### src/rtl/spi_eng_pkg.sv
package spi_eng_pkg;

    typedef enum logic {
        ST_IDLE = 1'b0,
        ST_RUN  = 1'b1
    } run_state_t;

    // Per-cycle strobes from the edge controller to the shifter and FSM.
    typedef struct packed {
        logic launch;   // advance MOSI to the next bit
        logic sample;   // capture MISO
        logic finish;   // final half bit elapsed
    } edge_evt_t;

    localparam int MIN_BITS = 4;

    // Number of bits in a character for a given length code.
    function automatic int char_bits(input int code);
        return (code < MIN_BITS - 1) ? MIN_BITS : code + 1;
    endfunction

    // Base-clock cycles in one half bit time minus one.
    function automatic int half_limit(input int div);
        return 2 * div + 1;
    endfunction

endpackage

### src/rtl/spi_eng_prescale.sv
module spi_eng_prescale #(
    parameter int DIV_W = 4
) (
    input  logic             clk,
    input  logic             rst,
    input  logic             restart,
    input  logic             run,
    input  logic [DIV_W-1:0] div,
    output logic             tick
);
    import spi_eng_pkg::*;

    localparam int PRE_W = DIV_W + 1;

    logic [PRE_W-1:0] cnt;
    logic [PRE_W-1:0] lim;

    assign lim  = PRE_W'(half_limit(int'(div)));
    assign tick = run && (cnt == lim);

    always_ff @(posedge clk) begin
        if (rst || restart) begin
            cnt <= '0;
        end else if (run) begin
            if (cnt == lim) begin
                cnt <= '0;
            end else begin
                cnt <= cnt + 1'b1;
            end
        end
    end

endmodule

### src/rtl/spi_eng_edge_ctrl.sv
module spi_eng_edge_ctrl #(
    parameter int DATA_W = 16
) (
    input  logic                       clk,
    input  logic                       rst,
    input  logic                       load,
    input  logic                       run,
    input  logic                       tick,
    input  logic [$clog2(DATA_W)-1:0]  len_code,
    input  logic                       lead,
    input  logic                       idle_hi,
    input  logic                       idle_live,
    output logic                       sclk,
    output spi_eng_pkg::edge_evt_t     evt
);
    import spi_eng_pkg::*;

    localparam int CNT_W = $clog2(2 * DATA_W + 1);

    logic [CNT_W-1:0] tog_cnt;
    logic [CNT_W-1:0] next_k;
    logic [CNT_W-1:0] last_k;
    logic             in_clock;
    logic             step;

    assign last_k   = CNT_W'(2 * char_bits(int'(len_code)));
    assign next_k   = tog_cnt + 1'b1;
    assign in_clock = tog_cnt < last_k;
    assign step     = run && tick;

    always_comb begin
        evt.sample = 1'b0;
        evt.launch = 1'b0;
        evt.finish = step && !in_clock;
        if (step && in_clock) begin
            if (lead) begin
                evt.sample = !next_k[0];
                evt.launch = next_k[0] && (next_k >= CNT_W'(3));
            end else begin
                evt.sample = next_k[0];
                evt.launch = !next_k[0] && (next_k < last_k);
            end
        end
    end

    always_ff @(posedge clk) begin
        if (rst) begin
            tog_cnt <= '0;
            sclk    <= 1'b0;
        end else if (load) begin
            tog_cnt <= '0;
            sclk    <= idle_live;
        end else if (run) begin
            if (step && in_clock) begin
                tog_cnt <= next_k;
                sclk    <= ~sclk;
            end else if (evt.finish) begin
                sclk    <= idle_hi;
            end
        end else begin
            sclk <= idle_live;
        end
    end

endmodule

### src/rtl/spi_eng_shifter.sv
module spi_eng_shifter #(
    parameter int DATA_W = 16
) (
    input  logic                      clk,
    input  logic                      rst,
    input  logic                      load,
    input  logic [DATA_W-1:0]         tx,
    input  logic [$clog2(DATA_W)-1:0] len_code,
    input  spi_eng_pkg::edge_evt_t    evt,
    input  logic                      miso,
    output logic                      mosi_bit,
    output logic [DATA_W-1:0]         rx_data
);
    import spi_eng_pkg::*;

    logic [DATA_W-1:0] tx_sr;
    logic [DATA_W-1:0] rx_sr;
    int                pad;

    // Left-align the character so its first bit sits in the top position.
    assign pad      = DATA_W - char_bits(int'(len_code));
    assign mosi_bit = tx_sr[DATA_W-1];

    always_ff @(posedge clk) begin
        if (rst) begin
            tx_sr   <= '0;
            rx_sr   <= '0;
            rx_data <= '0;
        end else begin
            if (load) begin
                tx_sr <= tx << pad;
                rx_sr <= '0;
            end else begin
                if (evt.launch) begin
                    tx_sr <= {tx_sr[DATA_W-2:0], 1'b0};
                end
                if (evt.sample) begin
                    rx_sr <= {rx_sr[DATA_W-2:0], miso};
                end
            end
            if (evt.finish) begin
                rx_data <= rx_sr;
            end
        end
    end

endmodule

### src/rtl/spi_eng_master.sv
module spi_eng_master #(
    parameter int DATA_W = 16,
    parameter int DIV_W  = 4
) (
    input  logic                      clk,
    input  logic                      rst,
    input  logic                      start,
    input  logic [$clog2(DATA_W)-1:0] len_code,
    input  logic [DIV_W-1:0]          div_code,
    input  logic                      clk_idle_hi,
    input  logic                      clk_lead,
    input  logic [DATA_W-1:0]         tx_data,
    input  logic                      miso,
    output logic                      sclk,
    output logic                      mosi,
    output logic                      sel_n,
    output logic                      busy,
    output logic                      done,
    output logic [DATA_W-1:0]         rx_data
);
    import spi_eng_pkg::*;

    localparam int CODE_W = $clog2(DATA_W);

    run_state_t        state;
    logic [CODE_W-1:0] len_q;
    logic [DIV_W-1:0]  div_q;
    logic              idle_q;
    logic              lead_q;
    logic              accept;
    logic              tick;
    logic              mosi_bit;
    edge_evt_t         evt;

    assign busy   = (state == ST_RUN);
    assign accept = start && !busy;
    assign sel_n  = !busy;
    assign mosi   = busy && mosi_bit;

    always_ff @(posedge clk) begin
        if (rst) begin
            state  <= ST_IDLE;
            len_q  <= '0;
            div_q  <= '0;
            idle_q <= 1'b0;
            lead_q <= 1'b0;
            done   <= 1'b0;
        end else begin
            done <= 1'b0;
            if (accept) begin
                state  <= ST_RUN;
                len_q  <= len_code;
                div_q  <= div_code;
                idle_q <= clk_idle_hi;
                lead_q <= clk_lead;
            end else if (evt.finish) begin
                state <= ST_IDLE;
                done  <= 1'b1;
            end
        end
    end

    spi_eng_prescale #(
        .DIV_W(DIV_W)
    ) u_pre (
        .clk     (clk),
        .rst     (rst),
        .restart (accept),
        .run     (busy),
        .div     (div_q),
        .tick    (tick)
    );

    spi_eng_edge_ctrl #(
        .DATA_W(DATA_W)
    ) u_edge (
        .clk       (clk),
        .rst       (rst),
        .load      (accept),
        .run       (busy),
        .tick      (tick),
        .len_code  (len_q),
        .lead      (lead_q),
        .idle_hi   (idle_q),
        .idle_live (clk_idle_hi),
        .sclk      (sclk),
        .evt       (evt)
    );

    spi_eng_shifter #(
        .DATA_W(DATA_W)
    ) u_shift (
        .clk      (clk),
        .rst      (rst),
        .load     (accept),
        .tx       (tx_data),
        .len_code (len_code),
        .evt      (evt),
        .miso     (miso),
        .mosi_bit (mosi_bit),
        .rx_data  (rx_data)
    );

endmodule

### config.mk
export PLATFORM = sky130hd
export DESIGN_NAME = spi_eng_master
export DESIGN_NICKNAME = d
export VERILOG_FILES = /design/src/rtl/spi_eng_pkg.sv /design/src/rtl/spi_eng_prescale.sv /design/src/rtl/spi_eng_edge_ctrl.sv /design/src/rtl/spi_eng_shifter.sv /design/src/rtl/spi_eng_master.sv
export SDC_FILE = /design/constraint.sdc
export NUM_CORES = 1
export LEC_CHECK = 0
export ABC_AREA = 0
export CAP_MARGIN = 20
export CORE_UTILIZATION = 35
export CTS_CLUSTER_DIAMETER = 30
export CTS_CLUSTER_SIZE = 25
export DETAILED_ROUTE_END_ITERATION = 16
export DONT_BUFFER_PORTS = 1
export GPL_ROUTABILITY_DRIVEN = 0
export PLACE_DENSITY = 0.6
export SYNTH_ARGS = -nofsm -noshare
export SYNTH_HDL_FRONTEND = slang
export SYNTH_SLANG_ARGS = --single-unit
export TNS_END_PERCENT = 100
### constraint.sdc
create_clock -name clk -period 3.9 [get_ports clk]
set_input_delay 0.195 -clock clk [delete_from_list [all_inputs] [get_ports clk]]
set_output_delay 0.195 -clock clk [all_outputs]
set_load 0.03 [all_outputs]
# --- Word level (Yosys, flattened, before mapping) ---
# Index checks and enable logic that the tools add are counted.
totals:
  ff_bits: 72
  inputBits: 30
  out_inout_bits: 21
  wordCells: 57
classes:
  n_addsub: 6
  order_cmp: 5
  n_eq_ne: 2
  shift: 1
  muxes: 14
  bitwise: 1
  reduce_logical: 16
ops:
  columns: ["cell", "n"]
  rows:
  - ["$mux 16", 2]
  - ["$mux 32", 1]
  - ["$shl 16x32->16", 1]
  - ["$sub 6x32->32 const A", 1]
  - ["$lt 6x6->1", 2]
  - ["$add 4x1->5 const B", 2]
  - ["$add 5x1->5 const B", 2]
  - ["$mux 5", 2]
  - ["$logic_and 1x1->1", 8]
  - ["$lt 4x2->1 const B", 2]
  - ["$mux 1", 7]
  - ["$add 6x1->6 const B", 1]
  - ["$ge 6x2->1 const B", 1]
  - ["$eq 5x5->1", 1]
  - ["$mux 2", 2]
  - ["$ne 4x1->1 const B", 1]
  - ["$reduce_bool 2->1", 2]
  - ["$logic_not 1->1", 3]
  - ["$reduce_and 2->1", 1]
  - ["$reduce_or 2->1", 1]
  - ["$logic_or 1x1->1", 1]
  - ["$not 1->1", 1]

# --- Longest topological paths before layout ---
logic_depth:
  depth_word: 9
  ltp_mapped: 15
  mapped_depth_nobuf: 15

# --- Cells and area by module ---
# From an unflattened synthesis, not the netlist that was laid out.
hier_totals:
  hier_cells: 466
  hier_area_um2: 4315.4
by_module_without_submodules:
  columns: ["mod", "instances", "cells_each", "area_per_inst_um2", "seq_area_each_um2"]
  rows:
  - ["spi_eng_shifter", 1, 302, 2770.2, 960.9]
  - ["spi_eng_edge_ctrl", 1, 84, 716.9, 140.1]
  - ["spi_eng_master", 1, 53, 550.5, 240.2]
  - ["spi_eng_prescale", 1, 27, 277.8, 100.1]

# --- Least setup slack after synthesis ---
# OpenSTA, ideal clock, no wires.
synth_path:
  path_type: "in2reg"
  start: "input port len_code[0]"
  end: "register u_shift.tx_sr[13]"
  setup_time_ns: 0.095
  arrival_time_ns: 3.070
  required_ns: 3.805
  setup_slack_ns: 0.735
  cell_stages: 15
  n_path_buf: 0
  path_cell_list: "ha_1 -> nor3_1 -> nor2_4 -> inv_1 -> ha_1 -> nand3_1 -> nand2b_1 -> ha_1 -> nand4bb_1 -> o22ai_1 -> nand3_1 -> a21oi_1 -> a22o_1 -> a31oi_1 -> a221oi_1"
synth_between:
  elab_chain_len: 5
  word_cells_on_any_way: 6
  cone_classes: "add/sub (2); order compare (1); shift (1); mux (2)"
synth_rtl:
  columns: ["item", "line", "text"]
  rows:
  - ["start: declaration", "spi_eng_master.sv:8", "input logic [$clog2(DATA_W)-1:0] len_code,"]
  - ["$add 4x1->5 / $lt 4x2->1 (equally long branches)", "spi_eng_pkg.sv:19", "return (code < MIN_BITS - 1) ? MIN_BITS : code + 1;"]
  - ["$mux 32 (*)", "spi_eng_pkg.sv:19", null]
  - ["$sub 6x32->32 (*)", "spi_eng_shifter.sv:21", "assign pad = DATA_W - char_bits(int'(len_code));"]
  - ["$shl 16x32->16 (*)", "spi_eng_shifter.sv:31", "tx_sr <= tx << pad;"]
  - ["$mux 16 (*)", "spi_eng_shifter.sv:30", "if (load) begin"]
  - ["end signal: assignment", "spi_eng_shifter.sv:31", null]
  - ["end signal: assignment", "spi_eng_shifter.sv:35", "tx_sr <= {tx_sr[DATA_W-2:0], 1'b0};"]
  - ["end: declaration", "spi_eng_shifter.sv:16", "logic [DATA_W-1:0] tx_sr;"]
# Mark *: on every way between the ends. The rest lies on a longest branch, timed or not.
# A chain may end at the register's enable or synchronous reset.

# --- Worst setup path after layout ---
layout_path:
  start: "register len_q[0]"
  end: "register u_shift.rx_sr[0]"
layout_between:
  elab_chain_len: 5
  word_cells_on_any_way: 6
  cone_classes: "add/sub (1); order compare (2); mux (2); reduce/logical (1)"
layout_rtl:
  columns: ["item", "line", "text"]
  rows:
  - ["start: declaration", "spi_eng_master.sv:26", "logic [CODE_W-1:0] len_q;"]
  - ["start signal: assignment", "spi_eng_master.sv:52", "len_q <= len_code;"]
  - ["$add 4x1->5 / $lt 4x2->1 (equally long branches)", "spi_eng_pkg.sv:19", null]
  - ["$mux 5 (*)", "spi_eng_pkg.sv:19", null]
  - ["$lt 6x6->1 (*)", "spi_eng_edge_ctrl.sv:28", "assign in_clock = tog_cnt < last_k;"]
  - ["$logic_and 1x1->1 (*)", "spi_eng_edge_ctrl.sv:35", "if (step && in_clock) begin"]
  - ["$mux 2 (*)", "spi_eng_edge_ctrl.sv:35", null]
  - ["end signal: assignment", "spi_eng_shifter.sv:38", "rx_sr <= {rx_sr[DATA_W-2:0], miso};"]
  - ["end: declaration", "spi_eng_shifter.sv:17", "logic [DATA_W-1:0] rx_sr;"]
# Marked as above.

==> run metrics <==
outcome complete, but fails checks; failing checks DRC; FF+latch count, synth 72; Hold Fails Final Rpt 0; vias per cell between 5 and 6; Hold/Removal Path Class input port to flip-flop; Critical Path End Type flip-flop; largest net degree at the start of global routing 45; warnings from Yosys 0; Pint approximately 1.4 mW; Most used DFF post-synth dfxtp_1; Placement Setup Slack around 550 ps; first-pass GRT wire length ~15000 um; clock sinks 72; post-synthesis area per instance 8.88 um^2; Worst path max stage delay 510 ps; Non-Filler Instances 612; initial drt markers roughly 230; fin worst setup slack 625 ps; Psw between 0.5 and 0.6 mW; Ant. Diodes 0; Die Ht roughly 110 um; Initial Util 36.3%; min Tclk post-route 3280 ps; Switching Share 27.0%; count of input and output buffers 0; WL per Instance 15.0 um; CTS H-tree lvls 3; commonest non-fill, non-tap cells in the layout dfxtp_1, nor2_1, mux2i_1, nand2_1; crit share post-route 84.0%; Crit path top cell by count ha_1; Req. time, crit path 4100 ps; Post-Syn Instances 471; Leakage 1.68 nW; Post-Syn Area roughly 4200 um^2; setup repair after global routing missed its margin false; Root Buffer clkbuf_16; CTS tree built; CP Cell Sequence ha_1 > nor3_1 > nand2b_1 > ha_1 > or4_1 > o22ai_1 > and2_1 > and3_1 > buf_4 > mux2i_1 > nor2_1; Layout Utilization 40.3%; initial antenna violation count 0; drt pass-1 iters 10; Power Density 410 nW/um^2; count of different cell masters after synthesis 58; Max clock buf depth 2; CP startpoint kind flip-flop; Num CTS Buffers 9; NumNets Final 509; worst path arrival time ~3500 ps; DR DRC count 6; Die Wd 111 um; vias in the first global route 3222; Tot GR Track Use 15.2%; Highest Clock Rate between 300 and 400 MHz; antenna-violating nets left 0; FFs w/ async S/R, synth 0%; Synth-to-Final Area Change 10.8%; Setup TNS 0 ps; combinational power share about 16%; syn nets 516; most common library cell in the layout ignoring fill and taps dfxtp_1; drt total wl 9150 um; Slew @ Worst Pin 937 ps; dpl cells 589; post-synthesis sequential area ratio 34.4%; register share of total power 40.7%; Final Max Slew Viols 0; Die ar. 12400 um^2; # rows 39; Clock transition at path regs 60 ps; grt ovf 0; layout cell share with drive strength beyond 1 11.1%; critical path's slowest cell or4_1; Clock Skew 7.73 ps; total of max-cap violations 0; Post-synth EDFFs 0; dpl hpwl 6590 um; # IOs slightly above 50; max_slew headroom 37.6%; worst vdd ir 0.211 mV; via count approximately 3400; total core area between 10000 and 15000 um^2; clock share of power between 40% and 50%; Crit Path Class flip-flop to flip-flop; Tot Pwr roughly 1.9 mW; worst-skew pair later-pin latency 330 ps; count of final setup violators 0; crit path max fanout 16
[through the flow]
stage,area [um^2],hold slack [ps]
global placement,4250,274
global route,4640,22.2
finish,4640,13.1
CTS,4640,1.08
floorplan,4180,331
detailed placement,4250,275
[cells by family (layout without fill, tap and decap cells)]
group | count (synthesis) | count (layout) | synth area share (%)
AO/OA/AOI/OAI | 80 | 80 | 14.9
XOR/XNOR | 18 | 18 | 3.77
adder cells (fa/ha/maj) | 15 | 15 | 4.49
buffers and inverters | 46 | 44 | 5.17
flip-flops | 72 | 72 | 34.4
multiplexers | 62 | 62 | 17.3
AND/OR/NAND/NOR | 178 | 178 | 19.9
[state kept, by name, indices dropped and copies added (netlist names), 4 cells and up]
| name | count |
|---|---|
| u_edge.tog_cnt | 6 |
| div_q | 4 |
| len_q | 4 |
| u_shift.tx_sr | 16 |
| u_pre.cnt | 5 |
| u_shift.rx_data | 16 |
| u_shift.rx_sr | 16 |
[Yosys cell counts, drive strengths merged (7+ instances only)]
library cell / count / area, um^2
nand3: 13 / 65.1
clkbuf: 19 / 71.3
nor2: 72 / 278
nand2: 45 / 169
a221oi: 15 / 163
inv: 14 / 52.6
ha: 15 / 188
xor2: 13 / 114
nor2b: 7 / 43.8
a21oi: 17 / 100
a211oi: 9 / 67.6
mux4: 8 / 180
nor3: 9 / 45.0
mux2i: 51 / 510
o21ai: 12 / 63.8
buf: 13 / 92.6
dfxtp: 72 / 1440
[final timing paths]
kind | from | endpoint | slack, ps | cells after the start
max | len_q[0] | u_shift.rx_sr[0] | 620 | 11
min | div_code[0] | div_q[0] | 10 | 2
max reg2reg | len_q[0] | u_shift.rx_sr[0] | 620 | 11
min reg2reg | idle_q | idle_q | 450 | 2
[layout make-up]
cell class / instances / area (um^2)
Timing Repair Buffer: 14 / 133
Tap cell: 143 / 179
Sequential cell: 72 / 1440
Inverter: 14 / 52.6
Multi-Input combinational cell: 353 / 2530
Fill cell: 1148 / 6880
Clock buffer: 9 / 225
Clock inverter: 7 / 77.6
[timing repair]
action | CTS | global route
hold endpoints to repair | 44 | 0
resized for setup | 0 | 0
setup buffers | 0 | 0
hold buffers | 7 | 0
[worst max-delay path, delay by kind of cell, from the launching register on]
family	cells	cell delay, ps
AOI/OAI and AO/OA	1	300
adders and majority gates	2	420
buffers and inverters	1	280
DFF	1	410
muxes	1	220
and+or+nand+nor	6	1520
[power groups by stage]
| stage | Clock [mW] | Sequential (mW) | Combinational [mW] |
|---|---|---|---|
| global placement | 0 | 0.790 | 0.281 |
| CTS | 0.846 | 0.774 | 0.301 |
| global route | 0.878 | 0.776 | 0.331 |
| detailed placement | 0 | 0.790 | 0.284 |
| floorplan | 0 | 0.787 | 0.243 |
| finish | 0.827 | 0.774 | 0.299 |
[per-layer routing]
metal / vias to the layer above / track usage [%] / share of wire (%)
li1: 1670 / - / -
met1: 1619 / 18.5 / 46
met2: 50 / 26.5 / 50
met3: 12 / 3.16 / 2.7
met4: 0 / 5.50 / 1.4
met5: - / 0 / 0
Note: power is estimated with default switching activity, not from simulation.
